===== src/rtl/sfu_pkg.sv =====
package sfu_pkg;
  typedef enum logic [1:0] {
    BK_IDLE  = 2'b00,
    BK_FETCH = 2'b01,
    BK_STACK = 2'b10,
    BK_DATA  = 2'b11
  } bus_kind_e;

  typedef enum logic [1:0] {
    SG_CODE  = 2'd0,
    SG_STACK = 2'd1,
    SG_DATA  = 2'd2,
    SG_EXTRA = 2'd3
  } seg_sel_e;
endpackage


===== src/rtl/sfu_seg_file.sv =====
module sfu_seg_file #(
  parameter int SEG_W = 16,
  parameter int NSEG = 4,
  parameter logic [SEG_W-1:0] RESET_CS = '1
) (
  input  logic                      clk,
  input  logic                      rst_n,
  input  logic                      wr_en,
  input  logic [1:0]                wr_sel,
  input  logic [SEG_W-1:0]          wr_data,
  input  logic                      xfer_en,
  input  logic [SEG_W-1:0]          xfer_seg,
  output logic [NSEG-1:0][SEG_W-1:0] seg_q
);
  logic [NSEG-1:0]            seg_en;
  logic [NSEG-1:0][SEG_W-1:0] seg_d;

  for (genvar i = 0; i < NSEG; i++) begin : g_seg
    if (i == int'(sfu_pkg::SG_CODE)) begin : g_code
      // code base changes only through a control transfer
      always_comb begin
        seg_en[i] = xfer_en;
        seg_d[i]  = xfer_seg;
      end
      always_ff @(posedge clk or negedge rst_n) begin
        if (!rst_n)         seg_q[i] <= RESET_CS;
        else if (seg_en[i]) seg_q[i] <= seg_d[i];
      end
    end else begin : g_plain
      always_comb begin
        seg_en[i] = wr_en && (wr_sel == 2'(i));
        seg_d[i]  = wr_data;
      end
      always_ff @(posedge clk or negedge rst_n) begin
        if (!rst_n)         seg_q[i] <= '0;
        else if (seg_en[i]) seg_q[i] <= seg_d[i];
      end
    end
  end
endmodule


===== src/rtl/sfu_fetch_ctrl.sv =====
module sfu_fetch_ctrl #(
  parameter int OFF_W = 16,
  parameter int DEPTH = 6,
  parameter int CNT_W = 3,
  parameter logic [OFF_W-1:0] RESET_IP = '0
) (
  input  logic             clk,
  input  logic             rst_n,
  input  logic             xfer_en,
  input  logic [OFF_W-1:0] xfer_off,
  input  logic             mem_req,
  input  logic             consume,
  output logic [OFF_W-1:0] fetch_ip,
  output logic [CNT_W-1:0] level,
  output logic             pf_issue,
  output logic [OFF_W-1:0] saved_ip
);
  localparam logic [CNT_W-1:0] LVL_FULL = CNT_W'(DEPTH);

  logic [OFF_W-1:0] ip_q, ip_d;
  logic [CNT_W-1:0] lvl_q, lvl_d;
  logic             ip_en, lvl_en, full, take;

  always_comb begin
    full     = (lvl_q == LVL_FULL);
    pf_issue = !xfer_en && !mem_req && !full;
    take     = consume && (lvl_q != '0);
  end

  // next-state: fetch offset
  always_comb begin
    ip_en = xfer_en || pf_issue;
    ip_d  = xfer_en ? xfer_off : ip_q + OFF_W'(1);
  end

  // next-state: queue level
  always_comb begin
    lvl_en = xfer_en || (pf_issue != take);
    lvl_d  = lvl_q;
    if (xfer_en)       lvl_d = '0;
    else if (pf_issue) lvl_d = lvl_q + CNT_W'(1);
    else if (take)     lvl_d = lvl_q - CNT_W'(1);
  end

  always_ff @(posedge clk or negedge rst_n) begin
    if (!rst_n)     ip_q <= RESET_IP;
    else if (ip_en) ip_q <= ip_d;
  end

  always_ff @(posedge clk or negedge rst_n) begin
    if (!rst_n)      lvl_q <= '0;
    else if (lvl_en) lvl_q <= lvl_d;
  end

  always_comb begin
    fetch_ip = ip_q;
    level    = lvl_q;
    saved_ip = ip_q - OFF_W'(lvl_q);
  end
endmodule


===== src/rtl/sfu_addr_gen.sv =====
module sfu_addr_gen #(
  parameter int SEG_W = 16,
  parameter int OFF_W = 16,
  parameter int PA_W  = 20
) (
  input  logic [SEG_W-1:0] seg,
  input  logic [OFF_W-1:0] off,
  output logic [PA_W-1:0]  pa
);
  localparam int SHIFT = PA_W - SEG_W;

  logic [PA_W-1:0] seg_x, off_x;

  always_comb begin
    seg_x = {seg, {SHIFT{1'b0}}};
    off_x = PA_W'(off);
    pa    = seg_x + off_x;
  end
endmodule


===== src/rtl/seg_fetch_unit.sv =====
module seg_fetch_unit #(
  parameter int SEG_W = 16,
  parameter int OFF_W = 16,
  parameter int PA_W  = 20,
  parameter int DEPTH = 6,
  parameter logic [SEG_W-1:0] RESET_CS = '1,
  parameter logic [OFF_W-1:0] RESET_IP = '0,
  localparam int CNT_W = $clog2(DEPTH + 1)
) (
  input  logic             clk,
  input  logic             rst_n,
  input  logic             seg_wr_en,
  input  logic [1:0]       seg_wr_sel,
  input  logic [SEG_W-1:0] seg_wr_data,
  input  logic             xfer_en,
  input  logic [SEG_W-1:0] xfer_seg,
  input  logic [OFF_W-1:0] xfer_off,
  input  logic             mem_req,
  input  logic             mem_stack,
  input  logic             mem_alt,
  input  logic [OFF_W-1:0] mem_off,
  input  logic             q_consume,
  output logic [1:0]       bus_kind,
  output logic [PA_W-1:0]  bus_addr,
  output logic [OFF_W-1:0] saved_ip,
  output logic [CNT_W-1:0] q_level
);
  import sfu_pkg::*;

  localparam int NSEG = 4;

  // asynchronous assert, synchronous release
  logic [1:0] rst_sync_q;
  logic       rst_n_s;

  always_ff @(posedge clk or negedge rst_n) begin
    if (!rst_n) rst_sync_q <= 2'b00;
    else        rst_sync_q <= {rst_sync_q[0], 1'b1};
  end
  assign rst_n_s = rst_sync_q[1];

  logic [NSEG-1:0][SEG_W-1:0] seg_q;
  logic [OFF_W-1:0]           fetch_ip;
  logic                       pf_issue;
  logic [SEG_W-1:0]           mem_seg;
  logic [PA_W-1:0]            pa_fetch, pa_mem;
  bus_kind_e                  kind;

  sfu_seg_file #(
    .SEG_W(SEG_W), .NSEG(NSEG), .RESET_CS(RESET_CS)
  ) u_segs (
    .clk(clk), .rst_n(rst_n_s),
    .wr_en(seg_wr_en), .wr_sel(seg_wr_sel), .wr_data(seg_wr_data),
    .xfer_en(xfer_en), .xfer_seg(xfer_seg),
    .seg_q(seg_q)
  );

  sfu_fetch_ctrl #(
    .OFF_W(OFF_W), .DEPTH(DEPTH), .CNT_W(CNT_W), .RESET_IP(RESET_IP)
  ) u_fetch (
    .clk(clk), .rst_n(rst_n_s),
    .xfer_en(xfer_en), .xfer_off(xfer_off),
    .mem_req(mem_req), .consume(q_consume),
    .fetch_ip(fetch_ip), .level(q_level),
    .pf_issue(pf_issue), .saved_ip(saved_ip)
  );

  always_comb begin
    if (mem_stack)    mem_seg = seg_q[SG_STACK];
    else if (mem_alt) mem_seg = seg_q[SG_EXTRA];
    else              mem_seg = seg_q[SG_DATA];
  end

  sfu_addr_gen #(.SEG_W(SEG_W), .OFF_W(OFF_W), .PA_W(PA_W)) u_pa_fetch (
    .seg(seg_q[SG_CODE]), .off(fetch_ip), .pa(pa_fetch)
  );

  sfu_addr_gen #(.SEG_W(SEG_W), .OFF_W(OFF_W), .PA_W(PA_W)) u_pa_mem (
    .seg(mem_seg), .off(mem_off), .pa(pa_mem)
  );

  always_comb begin
    kind     = BK_IDLE;
    bus_addr = '0;
    if (mem_req) begin
      kind     = mem_stack ? BK_STACK : BK_DATA;
      bus_addr = pa_mem;
    end else if (pf_issue) begin
      kind     = BK_FETCH;
      bus_addr = pa_fetch;
    end
    bus_kind = kind;
  end
endmodule


===== config.mk =====
export PLATFORM = sky130hd
export DESIGN_NAME = seg_fetch_unit
export DESIGN_NICKNAME = d
export VERILOG_FILES = /design/src/rtl/sfu_pkg.sv /design/src/rtl/sfu_seg_file.sv /design/src/rtl/sfu_fetch_ctrl.sv /design/src/rtl/sfu_addr_gen.sv /design/src/rtl/seg_fetch_unit.sv
export SDC_FILE = /design/constraint.sdc
export NUM_CORES = 1
export LEC_CHECK = 0
export BUFFER_PORTS_ARGS = -buffer_cell sky130_fd_sc_hd__clkbuf_2
export CAP_MARGIN = 20
export CORE_UTILIZATION = 49
export CTS_CLUSTER_SIZE = 16
export DETAILED_ROUTE_END_ITERATION = 12
export PLACE_DENSITY = 0.72
export SLEW_MARGIN = 20
export SYNTH_ARGS = -nofsm -noshare
export SYNTH_HDL_FRONTEND = slang
export SYNTH_SLANG_ARGS = --single-unit

===== constraint.sdc =====
create_clock -name clk -period 5.5 [get_ports clk]
set_input_delay 0.825 -clock clk [delete_from_list [all_inputs] [get_ports clk]]
set_output_delay 0.825 -clock clk [all_outputs]
set_load 0.01 [all_outputs]

# Yosys cells after proc, flatten, opt, wreduce, memory -nomap -nowiden
# Cells that the tools add are included.
totals:
  output_inout_bits: 41
  reg_bits: 85
op_classes:
  eq_ne: 5
  mux: 11
  addsub: 6
  reduce_logical: 14
ops:
  columns: ["cell", "count"]
  rows:
  - ["16-bit two-way mux", 3]
  - ["20-bit by 16-bit adder with 20-bit output", 2]
  - ["20-bit two-way mux", 2]
  - ["16-bit by 1-bit adder with 16-bit output, second input constant", 1]
  - ["16-bit by 3-bit subtractor with 16-bit output", 1]
  - ["3-bit two-way mux", 3]
  - ["1-bit logical AND", 6]
  - ["3-bit nonzero test", 2]
  - ["2-bit == test, second input constant", 2]
  - ["3-bit by 1-bit adder with 3-bit output, second input constant", 1]
  - ["3-bit == test, second input constant", 1]
  - ["1-bit logical NOT", 3]
  - ["3-bit by 1-bit subtractor with 3-bit output, second input constant", 1]
  - ["2-bit by 1-bit == test with 1-bit output, second input constant", 1]
  - ["1-bit logical OR", 2]
  - ["1-bit two-way mux", 2]
  - ["2-bit two-way mux", 1]
  - ["2-bit AND reduction", 1]
  - ["1-bit != test", 1]

# Longest topological paths before layout
# Gate-level depths: netlist of the first run.
logic_depth:
  depth_word: 6
  depth_mapped: 13
  ltp_nobuf: 11

# Hierarchy
# Synthesis of the first run repeated with hierarchy kept, for this count alone.
hier_totals:
  hier_cells: 625
  hier_area_um2: 6488.7
modules_own_cells:
  columns: ["mod", "n_inst", "cells_per_inst", "area_each_um2"]
  rows:
  - ["sfu_seg_file", 1, 136, 2556.2]
  - ["sfu_fetch_ctrl", 1, 187, 1666.6]
  - ["sfu_addr_gen", 2, 108, 820.8]
  - ["seg_fetch_unit", 1, 86, 624.3]

# Least setup slack after synthesis of the first run
# No wires, ideal clock.
synth_path:
  path_kind: "input -> output"
  from: "input port mem_alt"
  to: "output port bus_addr[18]"
  t_arrival_ps: 3298
  required_time_ps: 4675
  slack_ps: 1377
  path_stages: 11
  cell_sequence: "buf_6 clkbuf_1 mux2i_1 o21ai_0 ha_1 nor2b_1 o31ai_1 a211oi_1 o22ai_1 or4_1 o221ai_1"
synth_via:
  elab_chain_cells: 4
synth_rtl:
  columns: ["item", "line", "rtl"]
  rows:
  - ["start: declaration", "seg_fetch_unit.sv:20", "input logic mem_alt,"]
  - ["16-bit two-way mux", "seg_fetch_unit.sv:70", "else if (mem_alt) mem_seg = seg_q[SG_EXTRA];"]
  - ["16-bit two-way mux", "seg_fetch_unit.sv:69", "if (mem_stack) mem_seg = seg_q[SG_STACK];"]
  - ["20-bit by 16-bit adder with 20-bit output", "sfu_addr_gen.sv:17", "pa = seg_x + off_x;"]
  - ["20-bit two-way mux", "seg_fetch_unit.sv:85", "if (mem_req) begin"]
  - ["end: declaration", "seg_fetch_unit.sv:24", "output logic [PA_W-1:0] bus_addr,"]
# Every way passes these cells.

# Final worst setup path of the first run
layout_path:
  from: "input port mem_stack"
  to: "output port bus_addr[18]"
layout_via:
  elab_chain_cells: 3
layout_rtl:
  columns: ["item", "line", "rtl"]
  rows:
  - ["start: declaration", "seg_fetch_unit.sv:19", "input logic mem_stack,"]
  - ["16-bit two-way mux", "seg_fetch_unit.sv:69", null]
  - ["20-bit by 16-bit adder with 20-bit output", "sfu_addr_gen.sv:17", null]
  - ["20-bit two-way mux", "seg_fetch_unit.sv:85", null]
# Every way passes these cells.

==> results of run 1 <==
[metal layers]
layer	track usage, %	vias to the layer above	share of wire [%]	wire [um]
li1	-	2206	-	-
met1	29.6	2161	46	5950
met2	37.3	98	48	6190
met5	0	-	0	0
met3	6.11	21	4.5	588
met4	8.95	0	2.2	282
[placed cells by master, fill, tap and decap left out, types with 8 or more instances in the layout]
| cell | instances |
|---|---|
| sky130_fd_sc_hd__a211oi_1 | 8 |
| sky130_fd_sc_hd__nor3_1 | 11 |
| sky130_fd_sc_hd__o22ai_1 | 11 |
| sky130_fd_sc_hd__dfrtp_1 | 68 |
| sky130_fd_sc_hd__o21a_1 | 9 |
| sky130_fd_sc_hd__inv_1 | 17 |
| sky130_fd_sc_hd__ha_1 | 28 |
| sky130_fd_sc_hd__nand2_1 | 49 |
| sky130_fd_sc_hd__clkbuf_16 | 9 |
| sky130_fd_sc_hd__dfstp_2 | 16 |
| sky130_fd_sc_hd__mux2_2 | 64 |
| sky130_fd_sc_hd__o21ai_0 | 43 |
| sky130_fd_sc_hd__or4_1 | 8 |
| sky130_fd_sc_hd__clkbuf_2 | 114 |
| sky130_fd_sc_hd__mux2i_1 | 17 |
| sky130_fd_sc_hd__xor2_1 | 30 |
| sky130_fd_sc_hd__xnor2_1 | 23 |
| sky130_fd_sc_hd__a21oi_1 | 16 |
| sky130_fd_sc_hd__nor2_1 | 21 |
[registers in the layout, summed over array words and instances (netlist names)]
signal	cells
rst_sync_q	2
u_segs.seg_q	64
u_fetch.fetch_ip	16
u_fetch.level	3
[critical path: cells and delay by family]
kind,cells,cell delay [ps]
buf+inv,3,480
simple gates,2,700
fa+ha+maj,2,600
compound gates,5,1020
[worst paths after layout]
| path | from | endpoint | slack, ps | cells after the start |
|---|---|---|---|---|
| setup / recovery | mem_stack | bus_addr[18] | 1040 | 12 |
| hold / removal | rst_n | rst_sync_q[1] | 240 | 1 |
| setup reg to reg | u_fetch.level[0] | u_fetch.level[2] | 2820 | 8 |
| hold reg to reg | rst_sync_q[1] | u_fetch.fetch_ip[11] | 260 | 0 |
| max in group asynchronous | rst_sync_q[1] | u_segs.seg_q[14] | 4620 | 1 |
| min in group clk | rst_sync_q[0] | rst_sync_q[1] | 350 | 0 |
[power by group]
group	internal, mW	switching (mW)
clock network	0.324	0.266
logic	0.394	0.444
registers	0.736	0.103
total	1.45	0.812
[layout make-up]
type,instances,area [sq um],share of cell area (%)
multi-input cells,425,3300,50.0
clock buffers,10,239,3.62
clock inverters,6,51.3,0.777
repair buffers,117,613,9.29
inverters,19,71.3,1.08
well taps,140,175,2.65
flip-flops and latches,85,2150,32.6
[stage by stage]
| step | util [%] | instance area [sq um] |
|---|---|---|
| final | 59.8 | 6600 |
| after global routing | 59.8 | 6600 |
| after detailed placement | 56.9 | 6280 |
| after floorplan | - | 5640 |
| after CTS | 59.6 | 6570 |
| after global placement | 56.9 | 6280 |
[cell usage after synthesis, types with 2 or more instances]
cell type | count | share of area [%]
sky130_fd_sc_hd__o221ai_1 | 2 | 0.31
sky130_fd_sc_hd__or4_1 | 8 | 1.1
sky130_fd_sc_hd__nand3b_1 | 3 | 0.40
sky130_fd_sc_hd__nand4_1 | 6 | 0.67
sky130_fd_sc_hd__dfstp_2 | 16 | 7.5
sky130_fd_sc_hd__o21a_1 | 9 | 1.2
sky130_fd_sc_hd__buf_4 | 2 | 0.27
sky130_fd_sc_hd__mux2_2 | 64 | 13
sky130_fd_sc_hd__o21ai_1 | 4 | 0.35
sky130_fd_sc_hd__fa_1 | 4 | 1.4
sky130_fd_sc_hd__a21oi_1 | 16 | 1.4
sky130_fd_sc_hd__and3_1 | 3 | 0.33
sky130_fd_sc_hd__mux2_1 | 2 | 0.40
sky130_fd_sc_hd__dfrtp_1 | 69 | 31
sky130_fd_sc_hd__a21o_1 | 7 | 0.93
sky130_fd_sc_hd__nor3_1 | 11 | 0.98
sky130_fd_sc_hd__inv_1 | 17 | 1.1
sky130_fd_sc_hd__xor2_1 | 30 | 4.7
sky130_fd_sc_hd__nor2b_1 | 7 | 0.78
sky130_fd_sc_hd__nor2_1 | 21 | 1.4
sky130_fd_sc_hd__a22o_1 | 5 | 0.78
sky130_fd_sc_hd__a311oi_1 | 2 | 0.31
sky130_fd_sc_hd__buf_2 | 4 | 0.35
sky130_fd_sc_hd__clkbuf_1 | 17 | 1.1
sky130_fd_sc_hd__o21bai_1 | 2 | 0.27
sky130_fd_sc_hd__nand3_1 | 7 | 0.62
sky130_fd_sc_hd__mux2i_1 | 17 | 3.0
sky130_fd_sc_hd__or3_1 | 5 | 0.55
sky130_fd_sc_hd__ha_1 | 28 | 6.2
sky130_fd_sc_hd__o31ai_1 | 2 | 0.27
sky130_fd_sc_hd__o21ai_0 | 43 | 3.8
sky130_fd_sc_hd__nand2_1 | 49 | 3.3
sky130_fd_sc_hd__a211oi_1 | 8 | 1.1
sky130_fd_sc_hd__or2_2 | 2 | 0.22
sky130_fd_sc_hd__inv_2 | 2 | 0.13
sky130_fd_sc_hd__buf_1 | 3 | 0.20
sky130_fd_sc_hd__nand2b_1 | 5 | 0.55
sky130_fd_sc_hd__o22ai_1 | 11 | 1.2
sky130_fd_sc_hd__o32ai_1 | 2 | 0.31
sky130_fd_sc_hd__xnor2_1 | 23 | 3.6
[kinds of logic (layout without fill, tap and decap cells)]
group	after synthesis	after routing	synth area share, %
xor+xnor	54	54	8.51
compound gates	121	121	13.9
simple gates	133	133	12.0
flops	85	85	38.0
mux	84	84	16.4
other cells	1	1	0.0665
fa+ha+maj	32	32	7.63
buf+inv	47	152	3.50
==> results by stage, run 1 <==
Floorplan:
- The die span in y is 109 um.
- The number of placement rows is 38.
- The core region is 11,000 sq um.
- For this configuration, the core starts out at a cell density of 51.2%.
- The die area is 11,900 sq um.
- The floorplan step set the die width to 109 um.
- In this run the count of I/O pins placed on the die edge is 115.

Logic synthesis:
- The instance count of the mapped netlist is 557.
- After synthesis, the share of flip-flops with an asynchronous set or reset is 100%.
- Yosys mapped the design onto 59 distinct sky130hd cell types.
- During synthesis, Yosys emitted a total of 0 warnings.
- The number of enable-type register cells in the synthesized netlist is 0.
- When the netlist entered floorplanning its net count stood at 663.
- The main flop type after synthesis is sky130_fd_sc_hd__dfrtp_1.
- The netlist area before placement is 5640 sq um.
- The mean area per synthesized cell is 10.1 sq um.
- The number of storage elements in the synthesis netlist is 85.
- Summing the sequential cell areas from Yosys gives 38.0% of the chip area.

STA:
- In the final timing run, aggregate negative setup slack is 0 ps.
- After layout, the worst path uses 81.1% of the clock period.
- The shortest period the worst path allows is 4460 ps.
- The number of hold violations in the final report came to 0.
- The achievable frequency is 224 MHz.
- For the final database, setup skew stands at 11.0 ps.
- The final count of negative-setup-slack endpoints is 0.
- The relative max-transition margin is 31.3%.
- Across all hold checks on the routed design, the worst slack comes to 245 ps.
- After layout, the worst setup slack is 1040 ps.
- The number of slew-limit violations in the final report came to 0.
- The measured slew at the worst slew-check pin is 1030 ps.
- Setup repair after global routing left no endpoint under its margin.

Placed design:
- The setup slack at placement is 1080 ps.
- The placed instance count is 785.
- Routability-driven placement finished with a final weighted congestion of 0.865.
- The final HPWL from detailed placement is 9870 um.
- The port buffer count is 114.

Status:
- The flow ran to the end, and the final reports show no timing, DRC or antenna violations.

Critical path:
- The most frequent cell on the critical path is sky130_fd_sc_hd__clkbuf_2.
- Traced cell by cell, the critical path runs through clkbuf_2 -> o21ai_0 -> ha_1 -> inv_1 -> fa_1 -> nor2b_1 -> o31ai_1 -> a211oi_1 -> o22ai_1 -> or4_1 -> o221ai_1 -> clkbuf_2.
- The maximum fanout count along the critical path is 17.
- The type of destination of the critical path is an output pin.
- The data required time at the worst endpoint is 4680 ps.
- The largest stage delay on the critical path is 490 ps.
- Data arrives at the worst endpoint at 3640 ps.
- STA classifies the critical path startpoint as an input pin.
- The slowest stage of the critical path belongs to the cell sky130_fd_sc_hd__or4_1.
- The critical setup path kind is input pin to output pin.

Cells and area:
- For this run, the number of standard cells in the final layout without fillers is 802.
- At the end of the flow, the number of nets in the layout was 763.
- After filler insertion, the fill cell instance count of the layout stands at 983.
- The repair_antennas step left the layout with diodes totalling 0.
- Of the cells placed in the final design, the portion with a size suffix greater than 1 is 34.4%.
- The area growth from synthesis to layout is 16.9%.

Clock tree:
- The number of levels in the clock H-tree is 3.
- After clock tree synthesis, the clock-pin slew on the worst setup and hold paths is 60 ps.
- The count of hold buffers inserted by post-cts repair is 0.
- TritonCTS built the clock tree.
- The root cell of the clock tree is sky130_fd_sc_hd__clkbuf_16.
- The longest clock path from root to sink contains 2 buffers.
- In this run, post-CTS repair resized a total of 0 instances.
- The clock buffer count from CTS is 9.
- The buffer count from post-CTS setup fixing is 0.
- For this design, the sink count on the clock tree is 85.
- Clock latency on the worst-skew pair, taken at its later pin, is 360 ps.

Global routing:
- The number of antenna violations at the first check in global routing is 0.
- After global routing the overflow that remains totals 0.
- In the global route stage, overall resource usage came out at 23.1%.
- The first global-routing pass estimated 20,900 um of wire.
- The number of global-route vias before repair is 4,286.
- Entering global routing, the biggest net connects 84 pins.

Min path:
- The class of the most critical hold timing path is input pin to asynchronous set/reset pin.

Route:
- The per-cell via count in the routed design is 5.59.
- After the first detailed-routing iteration, the DRC count stood at 230.
- The count of vias placed by the detailed router is 4,486.
- The detailed-route DRC error count is 0.
- The detailed-route wire length is 13,000 um.
- The detail route stage leaves a number of antenna-violating nets equal to 0.
- In the final routed layout, each cell accounts on average for 16.2 um.
- The first TritonRoute pass finished after 4 iterations.

Pwr:
- The leakage power total is 2.99 nW.
- IR analysis of the VDD net gives a maximum drop of 0.286 mV.
- The areal power density over the cells is 344 nW/um^2.
- The total power is 2.27 mW.

Run:
- The max-cap violation count is 0.
Note: power is estimated with default switching activity, not from simulation.
==> run 2: changes to the inputs <==
--- a/config.mk
+++ b/config.mk
@@ -5,12 +5,13 @@
 export SDC_FILE = /design/constraint.sdc
 export NUM_CORES = 1
 export LEC_CHECK = 0
+export ABC_AREA = 1
 export BUFFER_PORTS_ARGS = -buffer_cell sky130_fd_sc_hd__clkbuf_2
 export CAP_MARGIN = 20
 export CORE_UTILIZATION = 49
 export CTS_CLUSTER_SIZE = 16
 export DETAILED_ROUTE_END_ITERATION = 12
-export PLACE_DENSITY = 0.72
+export PLACE_DENSITY = 0.75
 export SLEW_MARGIN = 20
 export SYNTH_ARGS = -nofsm -noshare
 export SYNTH_HDL_FRONTEND = slang
==> constraint.sdc (replaced) <==
create_clock -name clk -period 4 [get_ports clk]
set_input_delay 0.6 -clock clk [delete_from_list [all_inputs] [get_ports clk]]
set_output_delay 0.6 -clock clk [all_outputs]
set_load 0.01 [all_outputs]
==> run 2 against run 1 <==
  * First-iteration DRC count is 100% higher
  * Synthesized cell count grew 55%
  * Die area rose by 7.2%
  * Area after synthesis grew 7.3%
  * Utilization down 1.6 points
  * Clock power is 43% higher
  * Sequential cell count did not move
  * Power increased by 37%
  * Highest routed layer unchanged
==> results by stage, run 2 <==
Route:
- The count of nets left with antenna violations after detail routing is 0 (unchanged).
- The total iterations of the first detailed-routing run was 5 (+1).
- The per-cell via count in the routed design is 5.24 (-6.3%).
- The detailed-route DRC error count came to 0 (unchanged).
- The initial detailed-routing violation count was 461 (+100%).
- The detailed-route wire length is 15,500 um (+19%).
- The count of vias placed by the detailed router is 5,835 (+30%).
- The routed wire length per instance is 13.9 um (-14%).

Critical path:
- The type of destination of the critical path is an output pin.
- The worst setup path startpoint is mem_alt.
- The worst register-to-register path begins at u_fetch.level[0].
- The critical path ends at bus_addr[16].
- STA classifies the critical path startpoint as an input pin.
- The reg2reg setup slack is 1690 ps (-1130 ps).
- The data required time at the worst endpoint was 3400 ps (-1280 ps).
- The critical setup path kind is input pin to output pin.
- The worst-case reg-to-reg path depth was 9 (+1).
- The maximum fanout count along the critical path is 18 (+1).
- The data arrival time of the critical path is 3010 ps (-630 ps).
- The end of the worst register-to-register path is u_fetch.level[2].

Logic synthesis:
- The number of storage elements in the synthesis netlist is 85 (unchanged).
- The sequential fraction of the synthesis area is 35.4% (-2.6 points).
- The mean area per synthesized cell was 7.01 sq um (-31%).
- Ranked by instance count, the synthesized netlist is headed by sky130_fd_sc_hd__nand2_1 (284), sky130_fd_sc_hd__inv_1 (100), sky130_fd_sc_hd__o21ai_0 (86), sky130_fd_sc_hd__dfrtp_1 (69), sky130_fd_sc_hd__nor2_1 (53).
- The most area-hungry cell type in the Yosys netlist is sky130_fd_sc_hd__dfrtp_1.
- By instance count, the leading cell after synthesis is sky130_fd_sc_hd__nand2_1.
- The number of different library cells in the post-synthesis netlist came to 45 (-24%).
- In the synthesized netlist the dominant register cell turns out to be sky130_fd_sc_hd__dfrtp_1.
- By area the synthesized netlist is led by sky130_fd_sc_hd__dfrtp_1 (29%), sky130_fd_sc_hd__nand2_1 (18%), sky130_fd_sc_hd__o21ai_0 (7.1%).
- The number of nets in the synthesized netlist came to 970 (+46%).
- The area fraction of the dominant cell type after synthesis came to 28.5% (-2.1 points).
- The netlist area before placement is 6060 sq um (+7.3%).
- The number of enable-type register cells in the synthesized netlist is 0 (unchanged).
- The instance count of the mapped netlist is 864 (+55%).
- The share of flip-flops with an asynchronous set or reset is 100% (unchanged).
- The number of synthesis warnings came to 0 (unchanged).

Global routing:
- The number of global-route vias before repair came to 5,349 (+25%).
- The global-route wire length before repair is 25,700 um (+23%).
- The overall global routing resource usage was 25.3% (+2.2 points).
- The number of antenna violations at the first check in global routing is 0 (unchanged).
- The sum of overflow across all layers after global routing is 0 (unchanged).
- The pin count of the biggest net entering global routing came to 84 (unchanged).

Floorplan:
- The die area is 12,800 sq um (+7.2%).
- The number of placement rows came to 40 (+5.3%).
- The die span in x came to 113 um (+3.5%).
- The effective utilization at floorplan is 50.4% (-0.73 points).
- The total core area came to 12,000 sq um (+8.9%).
- The boundary pin count is 115 (unchanged).
- The die span in y was 113 um (+3.5%).

Cells and area:
- The share of the core filled with cells in the final layout is 58.3% (-1.6 points).
- The flip-flop count of the largest register, all copies and words added is 64 (unchanged).
- The final net count is 1,067 (+40%).
- The largest register by flop count is u_segs.seg_q.
- In the layout the commonest cells are sky130_fd_sc_hd__nand2_1 (284), sky130_fd_sc_hd__clkbuf_2 (114), sky130_fd_sc_hd__inv_1 (100), sky130_fd_sc_hd__o21ai_0 (86), sky130_fd_sc_hd__dfrtp_1 (68).
- The commonest non-fill, non-tap cell in the layout is sky130_fd_sc_hd__nand2_1.
- The share of layout cells above drive strength 1 is 18.7% (-16 points).
- The layout-stage area growth over the synthesis result is 15.6%.
- The diode insertion count for antenna repair is 0 (unchanged).

STA:
- After layout, the worst path uses 90.3% of the clock period.
- The final count of negative-setup-slack endpoints is 0 (unchanged).
- The clock period could shrink to 3610 ps.
- The number of slew-limit violations in the final report came to 0 (unchanged).
- The number of hold violations in the final report came to 0 (unchanged).
- The achievable frequency is 277 MHz.
- The measured slew at the worst slew-check pin is 910 ps (-121 ps).
- The relative max-transition margin was 39.2% (+7.9 points).
- The post-route clock skew is 4.98 ps (-5.98 ps).
- Setup repair after global routing left no endpoint under its margin.
- The summed negative setup slack over all endpoints is 0 ps (unchanged).

Clock tree:
- TritonCTS built the clock tree.
- The maximum number of buffers from clock root to sink is 2 (unchanged).
- The clock transition at the registers of the reported paths is 70 ps (about the same).
- The count of hold buffers inserted by post-cts repair is 0 (unchanged).
- The insertion delay to the later sink of the worst-skew pair came to 360 ps (about the same).
- The TritonCTS sink count is 85 (unchanged).
- The root cell of the clock tree is sky130_fd_sc_hd__clkbuf_16.
- The clock buffer count from CTS is 9 (unchanged).
- The buffer count from post-CTS setup fixing was 0 (unchanged).
- The post-cts gate resize count was 0 (unchanged).
- The number of levels in the clock H-tree is 3 (unchanged).

Pwr:
- The leakage power total is 3.75 nW (+26%).
- The worst ir drop on vdd is 0.276 mV (-3.4%).
- The areal power density over the cells is 445 nW/um^2 (+29%).

Min path:
- The class of the most critical hold timing path is input pin to asynchronous set/reset pin.

Placed design:
- The final weighted congestion in routability-driven placement is 0.936 (+8.2%).
- The final HPWL from detailed placement came to 11,500 um (+17%).
- The port buffer count came to 114 (unchanged).

Run:
- The max-cap violation count is 0 (unchanged).

Status:
- The run finished with clean final reports.
## run 2: kinds of logic (layout without fill, tap and decap cells)
kind of cell / count (synthesis) / count (layout) / share of synthesized area, %
AOI/OAI and AO/OA: 162 / 162 / 14.6
xor gates and xnor gates: 31 / 31 / 4.48
adders and majority gates: 32 / 32 / 7.11
buffers and inverters: 136 / 238 / 9.34
DFF: 85 / 85 / 35.4
other: 1 / 1 / 0.0619
and+or+nand+nor: 417 / 417 / 28.9
## run 2: through the flow
step | power, mW | worst slack [ps] | hold WS [ps] | cell area [sq um] | std cells
2_1_floorplan | 1.91 | 989 | 304 | 6060 | 864
3_3_place_gp | 2.25 | 462 | 335 | 6670 | 1096
3_5_place_dp | 2.27 | 423 | 340 | 6670 | 1096
4_1_cts | 3.12 | 418 | 7.58 | 6960 | 1112
5_1_grt | 3.33 | 136 | 10.8 | 7000 | 1113
6_report | 3.11 | 390 | 16.2 | 7000 | 1113
## run 2: report_power, final
group	switching [mW]	total (mW)	internal, mW
Combinational	0.698	1.13	0.435
Sequential	0.134	1.13	1.00
Clock	0.407	0.844	0.437
## run 2: worst min-delay path by stage
| stage | slack, ps | endpoint | from |
|---|---|---|---|
| global placement | 330 | rst_sync_q[1] | rst_sync_q[0] |
| CTS | 8 | rst_sync_q[1] | rst_n |
| detailed placement | 340 | rst_sync_q[1] | rst_sync_q[0] |
| floorplan | 300 | rst_sync_q[0] | rst_n |
| finish | 20 | rst_sync_q[1] | rst_n |
| global route | 10 | rst_sync_q[1] | rst_n |
## run 2: area by class of cell
| cell class | count | area [sq um] |
|---|---|---|
| Sequential cell | 85 | 2150 |
| Clock inverter | 7 | 71.3 |
| Multi-Input combinational cell | 643 | 3350 |
| Fill cell | 1153 | 5010 |
| Tap cell | 147 | 184 |
| Clock buffer | 9 | 225 |
| Inverter | 104 | 393 |
| Timing Repair Buffer | 118 | 621 |
## run 2: critical path, stage by stage
cell                       delay (ps)
sky130_fd_sc_hd__clkbuf_2         260
sky130_fd_sc_hd__inv_4            250
sky130_fd_sc_hd__nand2_1           70
sky130_fd_sc_hd__a21oi_1          160
sky130_fd_sc_hd__ha_1             200
sky130_fd_sc_hd__inv_1             80
sky130_fd_sc_hd__fa_1             430
sky130_fd_sc_hd__o21bai_1         270
sky130_fd_sc_hd__nand3_1          100
sky130_fd_sc_hd__nand3_1          100
sky130_fd_sc_hd__o21ai_0           70
sky130_fd_sc_hd__o21ai_0          230
sky130_fd_sc_hd__clkbuf_2         180
## run 2: metal layers
metal | up-vias | track usage [%] | share of wire (%)
li1 | 2961 | - | -
met1 | 2683 | 35.8 | 47
met5 | - | 0 | 0
met4 | 0 | 7.28 | 1.7
met2 | 170 | 39.4 | 46
met3 | 21 | 4.82 | 5.6
